### src/rtl/pas_pkg.sv
package pas_pkg;
  localparam int ADDR_W = 12;
  localparam int PAGE_W = 8;
  localparam int NIB_W  = 4;

  typedef enum logic [2:0] {
    REQ_NONE = 3'd0,
    REQ_FAR  = 3'd1,
    REQ_CALL = 3'd2,
    REQ_RET  = 3'd3,
    REQ_COND = 3'd4,
    REQ_NEAR = 3'd5
  } req_kind_e;

  // Selected tests ORed, then bit 3 inverts.
  function automatic logic cond_met(input logic [3:0] c, input logic az,
                                    input logic cy, input logic tst);
    logic any;
    any = (c[2] & az) | (c[1] & cy) | (c[0] & ~tst);
    return any ^ c[3];
  endfunction

  // Address plus a small step, wrapping at the address width.
  function automatic logic [ADDR_W-1:0] addr_step(input logic [ADDR_W-1:0] a,
                                                  input logic [1:0] n);
    return a + ADDR_W'(n);
  endfunction

  // Keep the current page, replace the in-page part.
  function automatic logic [ADDR_W-1:0] in_page(input logic [ADDR_W-1:0] a,
                                                input logic [PAGE_W-1:0] lo);
    return {a[ADDR_W-1:PAGE_W], lo};
  endfunction
endpackage

### src/rtl/pas_cond_eval.sv
module pas_cond_eval (
  input  logic [3:0] cond,
  input  logic       acc_zero,
  input  logic       carry,
  input  logic       test_in,
  output logic       taken
);
  import pas_pkg::*;
  always_comb taken = cond_met(cond, acc_zero, carry, test_in);
endmodule

### src/rtl/pas_ret_stack.sv
module pas_ret_stack #(
  parameter int DEPTH = 3,
  parameter int W     = 12
) (
  input  logic         clk,
  input  logic         rst_n,
  input  logic         push,
  input  logic         pop,
  input  logic [W-1:0] push_val,
  output logic [W-1:0] top
);
  logic [W-1:0] ent [DEPTH];

  for (genvar i = 0; i < DEPTH; i++) begin : g_ent
    logic [W-1:0] from_above;
    logic [W-1:0] from_below;
    if (i == 0) begin : g_first
      assign from_above = push_val;
    end else begin : g_rest
      assign from_above = ent[i-1];
    end
    if (i == DEPTH-1) begin : g_last
      assign from_below = ent[i];
    end else begin : g_mid
      assign from_below = ent[i+1];
    end
    always_ff @(posedge clk or negedge rst_n) begin
      if (!rst_n)    ent[i] <= '0;
      else if (push) ent[i] <= from_above;
      else if (pop)  ent[i] <= from_below;
    end
  end

  assign top = ent[0];
endmodule

### src/rtl/pas_addr_reg.sv
module pas_addr_reg #(
  parameter int AW = 12,
  parameter int PW = 8
) (
  input  logic          clk,
  input  logic          rst_n,
  input  logic [2:0]    kind,
  input  logic          adv_en,
  input  logic [AW-PW-1:0] tgt_hi,
  input  logic [PW-1:0] tgt_lo,
  input  logic          cond_ok,
  input  logic [AW-1:0] pop_val,
  output logic [AW-1:0] addr,
  output logic [AW-1:0] ret_addr
);
  import pas_pkg::*;
  logic [AW-1:0] nxt;

  assign ret_addr = addr_step(addr, 2'd2);

  always_comb begin
    case (kind)
      REQ_FAR, REQ_CALL: nxt = {tgt_hi, tgt_lo};
      REQ_RET:           nxt = pop_val;
      REQ_COND:          nxt = cond_ok ? in_page(addr, tgt_lo) : addr_step(addr, 2'd2);
      REQ_NEAR:          nxt = in_page(addr, tgt_lo);
      default:           nxt = adv_en ? addr_step(addr, 2'd1) : addr;
    endcase
  end

  always_ff @(posedge clk or negedge rst_n) begin
    if (!rst_n) addr <= '0;
    else        addr <= nxt;
  end
endmodule

### src/rtl/prog_addr_unit.sv
module prog_addr_unit #(
  parameter int ADDR_W = 12,
  parameter int PAGE_W = 8,
  parameter int NIB_W  = 4,
  parameter int DEPTH  = 3
) (
  input  logic              clk,
  input  logic              rst_n,
  input  logic              adv_en,
  input  logic [2:0]        br_kind,
  input  logic [ADDR_W-PAGE_W-1:0] tgt_hi,
  input  logic [PAGE_W-1:0] tgt_lo,
  input  logic [3:0]        cond,
  input  logic              acc_zero,
  input  logic              carry,
  input  logic              test_in,
  input  logic [NIB_W-1:0]  imm_nib,
  output logic [ADDR_W-1:0] fetch_addr,
  output logic              ret_load,
  output logic [NIB_W-1:0]  ret_nib
);
  import pas_pkg::*;

  // Named internal events for the checker.
  logic              ev_push;
  logic              ev_pop;
  logic              ev_cond_ok;
  logic [ADDR_W-1:0] stk_top;
  logic [ADDR_W-1:0] ret_addr;

  assign ev_push = (br_kind == REQ_CALL);
  assign ev_pop  = (br_kind == REQ_RET);

  pas_cond_eval u_cond (
    .cond(cond), .acc_zero(acc_zero), .carry(carry), .test_in(test_in),
    .taken(ev_cond_ok)
  );

  pas_ret_stack #(.DEPTH(DEPTH), .W(ADDR_W)) u_stk (
    .clk(clk), .rst_n(rst_n), .push(ev_push), .pop(ev_pop),
    .push_val(ret_addr), .top(stk_top)
  );

  pas_addr_reg #(.AW(ADDR_W), .PW(PAGE_W)) u_pc (
    .clk(clk), .rst_n(rst_n), .kind(br_kind), .adv_en(adv_en),
    .tgt_hi(tgt_hi), .tgt_lo(tgt_lo), .cond_ok(ev_cond_ok),
    .pop_val(stk_top), .addr(fetch_addr), .ret_addr(ret_addr)
  );

  always_ff @(posedge clk or negedge rst_n) begin
    if (!rst_n) begin
      ret_load <= 1'b0;
      ret_nib  <= '0;
    end else begin
      ret_load <= ev_pop;
      if (ev_pop) ret_nib <= imm_nib;
    end
  end
endmodule

### config.mk
export PLATFORM = sky130hd
export DESIGN_NAME = prog_addr_unit
export DESIGN_NICKNAME = d
export VERILOG_FILES = /design/src/rtl/pas_pkg.sv /design/src/rtl/pas_cond_eval.sv /design/src/rtl/pas_ret_stack.sv /design/src/rtl/pas_addr_reg.sv /design/src/rtl/prog_addr_unit.sv
export SDC_FILE = /design/constraint.sdc
export NUM_CORES = 1
export LEC_CHECK = 0
export ABC_AREA = 1
export CAP_MARGIN = 25
export CORE_MARGIN = 4
export CORE_UTILIZATION = 35
export CTS_CLUSTER_SIZE = 12
export DETAILED_ROUTE_END_ITERATION = 7
export GPL_TIMING_DRIVEN = 0
export HOLD_SLACK_MARGIN = 0.15
export MAX_ROUTING_LAYER = met4
export PLACE_DENSITY = 0.63
export SLEW_MARGIN = 0
export SYNTH_ARGS = -nofsm -noshare
export SYNTH_HDL_FRONTEND = slang
export SYNTH_SLANG_ARGS = --single-unit
### constraint.sdc
create_clock -name clk -period 2.4 [get_ports clk]
set_clock_uncertainty 0.1 [all_clocks]
set_input_delay 0.48 -clock clk [delete_from_list [all_inputs] [get_ports clk]]
set_output_delay 0.48 -clock clk [all_outputs]
set_load 0.02 [all_outputs]
=== Yosys cells after proc, flatten, opt, wreduce, memory -nomap -nowiden ===
Cells that the tools add are included.

* Register bits after elaboration: 53
* Input port bits: 29

* Muxes and demuxes: 7
* Reduce and logical (&&, ||, !) cells: 5
* $add $sub $neg: 2
* Bitwise logic cells: 8
* Eq/ne operators: 6

{| class="wikitable"
|+ Operators by type and width
! operator !! count
|-
| 12-bit 2-to-1 mux || 6
|-
| 12-bit case mux with 4 select lines || 1
|-
| 12-bit by 1-bit adder with 12-bit output (second input constant) || 1
|-
| 12-bit by 2-bit adder with 12-bit output (second input constant) || 1
|-
| 3-bit by 2-bit == test with 1-bit output (second input constant) || 2
|-
| 3-bit == test (second input constant) || 2
|-
| 5-bit nonzero test || 1
|-
| 4-bit nonzero test || 1
|-
| 1-bit bitwise AND || 3
|-
| 3-bit by 1-bit == test with 1-bit output (second input constant) || 1
|-
| 3-bit AND reduction || 1
|-
| 2-bit inequality test (second input constant) || 1
|-
| 1-bit NOT || 2
|-
| 1-bit bitwise OR || 2
|-
| 2-bit nonzero test || 1
|-
| 2-bit OR reduction || 1
|-
| 1-bit XOR || 1
|}

=== Logic depth before layout (Yosys ltp) ===
Gate-level depths: netlist of run 1.

* Depth after elaboration: 6
* Depth in mapped cells: 11
* Mapped depth without buffers: 11

=== Cells and area by module ===
A second synthesis of run 1 with hierarchy kept.

* Cells, all modules: 434
* Area total of the unflattened synthesis: 3125.5 um^2

{| class="wikitable"
|+ Modules (own cells, without submodules)
! module !! area each (um^2) !! times used !! cells each
|-
| pas_ret_stack || 1549.0 || 1 || 182
|-
| pas_addr_reg || 1321.3 || 1 || 221
|-
| prog_addr_unit || 205.2 || 1 || 22
|-
| pas_cond_eval || 50.0 || 1 || 9
|}

=== Worst setup path after synthesis of run 1 ===
Ideal clock, no wire load.

* Path kind: reg2reg
* Start: register u_pc.addr[2]
* End: register u_pc.addr[7]
* Setup slack: 701 ps
* Arrival: 1534 ps
* Buffers on the path: 0
* Period minus slack after synthesis: 1699 ps
* Data required time: 2235 ps
* Setup time: 65 ps
* Cell stages (with the launch flop): 9
* Cell sequence: dfrtp_1 > ha_1 > nand3_1 > nor2_4 > nand2_1 > xor2_1 > o21ai_0 > nand2_1 > nand2_1

* Longest elaborated chain between the ends: 3
* Elaborated cells on any way between the ends: 5
* Those cells by class: 2 x add/sub; 3 x mux

{| class="wikitable"
|+ Ends and longest elaborated chain
! what !! line !! source
|-
| start, declared || pas_addr_reg.sv:13 || <nowiki>output logic [AW-1:0] addr,</nowiki>
|-
| start signal, assigned || pas_addr_reg.sv:33 || <nowiki>else addr <= nxt;</nowiki>
|-
| 12-bit by 1-bit adder with 12-bit output / 12-bit by 2-bit adder with 12-bit output (equally long branches) || pas_pkg.sv:26 || <nowiki>return a + ADDR_W'(n);</nowiki>
|-
| 12-bit 2-to-1 mux (on tied branches) || pas_addr_reg.sv:27, pas_addr_reg.sv:25 ||
|-
| 12-bit case mux with 4 select lines (*) || pas_addr_reg.sv:22 || <nowiki>case (kind)</nowiki>
|}

Every way passes the cells marked *; elsewhere a longest branch is shown, timed or not. The select of a mux whose other input is x is not followed.
A chain may end at the register's enable or synchronous reset.

=== Worst setup path after layout of run 1 ===
* Start: register u_pc.addr[1]
* End: output port fetch_addr[1]

{| class="wikitable"
|+ RTL lines
! what !! line !! source
|-
| end, declared || prog_addr_unit.sv:18 || <nowiki>output logic [ADDR_W-1:0] fetch_addr,</nowiki>
|}

No word-level cell between the ends.

==> impl_metrics.yaml, run 1 <==
logic_synthesis:
  synth_top_family_by_area: "simple AND/OR/NAND/NOR gates"
  muxShareOfSynthArea_pct: 0
  yosys.area.top_type_share_pct: 43.73
  yosysWarningCount: 0
  synth-simple-area-share_pct: 30.36
  synth-seq-cells: 53
  synth-xor-area-share_pct: 2.310
  yosys-top-cells-area: "dfrtp_1 44%, nand2_1 19%, o221ai_1 6.9%"
  synthCells: 407
  synth_cell_types: 29
  syn_area_um2: 3033
  synth_adder_area_share_pct: 0.8251
  synth_nets: 438
  synth_compound_area_share_pct: 12.87
  yosysSeqAreaShare_pct: 43.73
  avgSynthCellArea_um2: 7.452
  yosys.area.top_type: "dfrtp_1"
detailed_routing:
  ant_nets: 0
  post_drt_via_cell_ratio: 4.787
  wirelength_um: 7464
  drcViolationCount: 0
  first_pass_iters: 4
  routedWlPerCell_um: 13.16
  via_count: 2714
  drtIter0Drc: 114
floorplan:
  design.core.area_um2: 8341
  die_area_um2: 10220
  rows: 33
  start_util_pct: 36.36
  die_h_um: 101.1
  dieWidth_um: 101.1
  floorplan.io_pins: 46
run:
  drv_cap: 0
hold_path:
  min_path_cells: 2
  min_to: "u_stk.g_ent[0].from_below[6]"
  hp-start: "u_stk.g_ent[1].from_below[6]"
  hold_path_class: "flip-flop to flip-flop"
worst_setup_path:
  crit_path_cell_trace: "clkdlybuf4s50_1"
  rrSetupSlack_ns: 0.55
  criticalPathCategory: "flip-flop to primary output"
  crit_family: "buffers and inverters"
  critPathArrivalTime_ns: 1.51
  r2r_start: "u_pc.addr[2]"
  critPathMaxFanout: 8
  r2r-end: "u_pc.addr[7]"
  slowest_stage: "clkdlybuf4s50_1"
  reg2reg_depth: 10
  worst_setup_path_start_kind: "flip-flop"
  critPathCaptureType: "primary output"
  max_stage_delay_ns: 0.67
  required_ns: 1.82
  crit_buf_inv: 1
final_layout:
  diodes: 0
  final_nets: 492
  finish.utilization_pct: 44.84
  synthToLayoutAreaGrowth_pct: 23.31
  drive_above_1_share_pct: 8.874
cts:
  clockRootBuffer: "clkbuf_8"
  cts_buffer_depth: 2
  cts_tree: "done"
  htree_levels: 2
  clock-sinks: 53
  cts_buffers: 5
  cts_resized: 0
  clk_pin_slew_ns: 0.10
  clock_latency_ns: 0.32
status:
  status: "completed"
pwr:
  power.density_nw_per_um2: 746.7
  ir_drop_v: 0.0003148
  power.leakage_nw: 1.817
global_route:
  grt_pass1_vias: 2626
  antenna_found_initial: 0
  grtUsageTotal_pct: 15.82
  grt_max_degree: 28
  grt_overflow: 0
  grt_first_pass_wirelength_um: 12760
sta:
  setup_viol: 0
  finalMaxSlewViolations: 0
  rsz0062_at_grt: "no"
  clock.fmax_mhz: 478.4
  hold_viol_final: 0
  maxSlewHeadroom_pct: 58.75
  setup_tns_ns: 0
  fin_crit_sh_pct: 87.10
  tightestPinTransition_ns: 0.6188
  period_minus_slack_ns: 2.090
placed_design:
  hpwl_um: 5679
  portBuffers: 45
  gp_congestion: 0.8967
synthesized netlist by cell type (all sizes together):
| cell type | instances |
|---|---|
| xor2 | 6 |
| nand3b | 5 |
| nand2 | 156 |
| ha | 2 |
| o22ai | 1 |
| nand3 | 24 |
| nand4 | 5 |
| o21ai | 30 |
| nor2 | 23 |
| a21oi | 4 |
| xnor2 | 2 |
| o221ai | 24 |
| buf | 11 |
| clkbuf | 2 |
| inv | 58 |
| dfrtp | 53 |
| clkinv | 1 |
cells in the final DEF (no fill, tap or decap), types with 3 or more instances in the layout:
master and instances:
nand2_1 153, dfrtp_1 53, inv_1 51, clkdlybuf4s50_1 44
o21ai_0 28, o221ai_1 24, nand3_1 20, nor2_1 20
buf_2 9, inv_2 7, xor2_1 6, clkbuf_8 6
nand4_1 5, nand3b_1 4, nand2_2 3, nand3_2 3
a21oi_1 3
through the flow:
step | area, um^2 | hold WS [ns] | cells | setup WS [ns] | power, mW
5_1_grt | 3740 | 0.4157 | 567 | 0.2515 | 2.989
3_3_place_gp | 3615 | 0.3626 | 557 | -0.8582 | 2.207
4_1_cts | 3740 | 0.3925 | 567 | 0.3101 | 2.815
3_5_place_dp | 3630 | 0.3676 | 558 | 0.09593 | 2.237
6_report | 3740 | 0.3886 | 567 | 0.3097 | 2.793
2_1_floorplan | 3033 | 0.08441 | 407 | 0.7012 | 1.879
area by class of cell:
class / count / area [um^2]
Clock inverter: 2 / 17.52
Tap cell: 105 / 131.4
Sequential cell: 53 / 1326
Clock buffer: 6 / 82.58
Multi-Input combinational cell: 282 / 1406
Buffer: 13 / 78.83
Fill cell: 868 / 4601
Inverter: 59 / 221.5
Timing Repair Buffer: 47 / 475.5
kinds of logic after synthesis:
| kind of cell | Yosys count |
|---|---|
| simple gates | 213 |
| buf+inv | 72 |
| compound gates | 59 |
| flops | 53 |
| xor+xnor | 8 |
| fa+ha+maj | 2 |
report_power, final:
part	internal [mW]	total [mW]	switching [mW]
sequential	1.12	1.27	0.143
clock	0.241	0.571	0.330
combinational	0.398	0.956	0.558
sequential cells by signal, indices dropped and copies added (netlist names):
register	cells
u_stk.top	12
u_stk.g_ent.from_below	24
ret_nib	4
u_pc.addr	12
ret_load	1
worst max path at each step:
stage / startpoint / end / cells after the start
2_1_floorplan: u_pc.addr[2] / u_pc.addr[7] / 8
4_1_cts: u_pc.addr[1] / fetch_addr[1] / 1
3_3_place_gp: rst_n / u_pc.addr[1] / 1
3_5_place_dp: br_kind[1] / u_pc.addr[8] / 9
5_1_grt: u_pc.addr[1] / fetch_addr[1] / 1
6_report: u_pc.addr[1] / fetch_addr[1] / 1
metal layers:
layer	vias up	track usage [%]	routed length [um]
li1	1415	-	-
met1	1237	21.85	3683
met2	50	24.14	3376
met3	12	2.561	289
met4	0	4.192	114
met5	-	-	0
what timing repair did:
item / 4_1_cts / 5_1_grt
hold endpoints to repair: 26 / 0
hold buffers: 1 / 0
buffers inserted: 0 / 0
(Power assumes the default switching activity.)
==> inputs of run 2 (changes only) <==
CORE_MARGIN = 5   (was 4)
==> run 2 against run 1 <==
Against the previous run: critical path depth unchanged; sequential share of layout area down 0.19 points; critical path type unchanged; global-route usage fell by 0.34 points; via count grew 2.4%; maximum frequency increased by 0.40%; non-clock buffer count unchanged; sequential power about the same; clock power increased by 13%.
==> impl_metrics.yaml, run 2 (synthesis results as in run 1) <==
detailed_routing:
  drtIter0Drc: 103
  ant_nets: 0
  wl_met3_um: 285
  routedWlPerCell_um: 13.04
  post_drt_via_cell_ratio: 4.874
  first_pass_iters: 4
  drcViolationCount: 0
  wl_met1_um: 3602
  via_count: 2778
  wirelength_um: 7433
  highest_layer: "met4"
  met2_length_um: 3399
hold_path:
  hold_path_class: "flip-flop to flip-flop"
  min_to: "ret_nib[0]"
  min_path_cells: 2
  hp-start: "ret_nib[0]"
placed_design:
  hpwl_um: 5732
  place_inst: 561
  portBuffers: 45
  gp_congestion: 0.9158
final_layout:
  largest_reg_flops: 24
  drive_above_1_share_pct: 8.874
  finish.utilization_pct: 43.75
  instances_no_fill: 570
  diodes: 0
  layout_commonest_cell: "nand2_1"
  synthToLayoutAreaGrowth_pct: 23.97
  final_nets: 492
  layout_common_cells: "153 x nand2_1, 53 x dfrtp_1, 51 x inv_1"
floorplan:
  start_util_pct: 35.29
  floorplan.io_pins: 46
  dieWidth_um: 103.1
  die_h_um: 103.1
  design.core.area_um2: 8593
  die_area_um2: 10630
  rows: 34
worst_setup_path:
  crit_buf_inv: 1
  critPathCaptureType: "primary output"
  criticalPathCategory: "flip-flop to primary output"
  r2r_start: "u_pc.addr[2]"
  rrSetupSlack_ns: 0.54
  reg2reg_depth: 10
  max_stage_delay_ns: 0.67
  r2r-end: "u_pc.addr[7]"
  worst_setup_path_start_kind: "flip-flop"
  required_ns: 1.82
  crit_path_cell_trace: "clkdlybuf4s50_1"
  slowest_stage: "clkdlybuf4s50_1"
  critPathArrivalTime_ns: 1.50
  critPathMaxFanout: 8
  crit_family: "buffers and inverters"
pwr:
  ir_drop_v: 0.0002944
  power.leakage_nw: 1.824
  power.density_nw_per_um2: 763.3
cts:
  clockRootBuffer: "clkbuf_8"
  clk_pin_slew_ns: 0.11
  clock-sinks: 53
  htree_levels: 2
  cts_resized: 0
  clock_latency_ns: 0.31
  cts_buffer_depth: 2
  cts_tree: "done"
  cts_buffers: 5
sta:
  maxSlewHeadroom_pct: 57.44
  finalMaxSlewViolations: 0
  setup_viol: 0
  fin_hold_ws_ns: 0.3932
  clock.fmax_mhz: 480.3
  setup_tns_ns: 0
  fin_crit_sh_pct: 86.75
  hold_viol_final: 0
  period_minus_slack_ns: 2.082
  rsz0062_at_grt: "no"
  tightestPinTransition_ns: 0.6384
global_route:
  grt_first_pass_wirelength_um: 12800
  grt_overflow: 0
  grtUsageTotal_pct: 15.48
  grt_pass1_vias: 2726
  grt_max_degree: 28
  antenna_found_initial: 0
run:
  drv_cap: 0
status:
  status: "completed"
run 2: through the flow:
| step | total power, mW | area [um^2] | setup WS [ns] |
|---|---|---|---|
| finish | 2.870 | 3760 | 0.3180 |
| global route | 3.072 | 3760 | 0.2689 |
| CTS | 2.893 | 3760 | 0.3152 |
| detailed placement | 2.239 | 3633 | 0.1069 |
| global placement | 2.206 | 3618 | -0.8383 |
| floorplan | 1.879 | 3033 | 0.7012 |
run 2: worst max-delay path by stage:
stage / start / end / slack (ns) / cells past startpoint
after floorplan: u_pc.addr[2] / u_pc.addr[7] / 0.70 / 8
after global placement: rst_n / u_pc.addr[1] / -0.84 / 1
after detailed placement: br_kind[1] / u_pc.addr[9] / 0.11 / 9
after CTS: u_pc.addr[1] / fetch_addr[1] / 0.32 / 1
after global routing: u_pc.addr[2] / fetch_addr[2] / 0.27 / 1
final: u_pc.addr[1] / fetch_addr[1] / 0.32 / 1
run 2: per-layer routing:
layer	track usage (%)	up-vias
li1	-	1418
met1	20.82	1279
met2	24.07	67
met3	2.300	14
met4	4.880	0
met5	-	-
run 2: layout make-up:
cell class / count / area [um^2]
Timing Repair Buffer: 47 / 475.5
Inverter: 59 / 221.5
Clock inverter: 3 / 47.55
Clock buffer: 5 / 68.82
Sequential cell: 53 / 1326
Buffer: 13 / 78.83
Tap cell: 108 / 135.1
Fill cell: 894 / 4833
Multi-Input combinational cell: 282 / 1406
run 2: report_power, final:
| part | switching, mW | total (mW) | internal (mW) | leakage, nW |
|---|---|---|---|---|
| Clock | 0.329 | 0.648 | 0.319 | 0.0591 |
| Combinational | 0.560 | 0.957 | 0.398 | 1.09 |
| Sequential | 0.142 | 1.26 | 1.12 | 0.675 |
run 2: repair_timing:
| item | CTS | global route |
|---|---|---|
| buffers inserted | 0 | 0 |
| hold buffers | 1 | 0 |
| endpoints found under the hold margin | 26 | 0 |
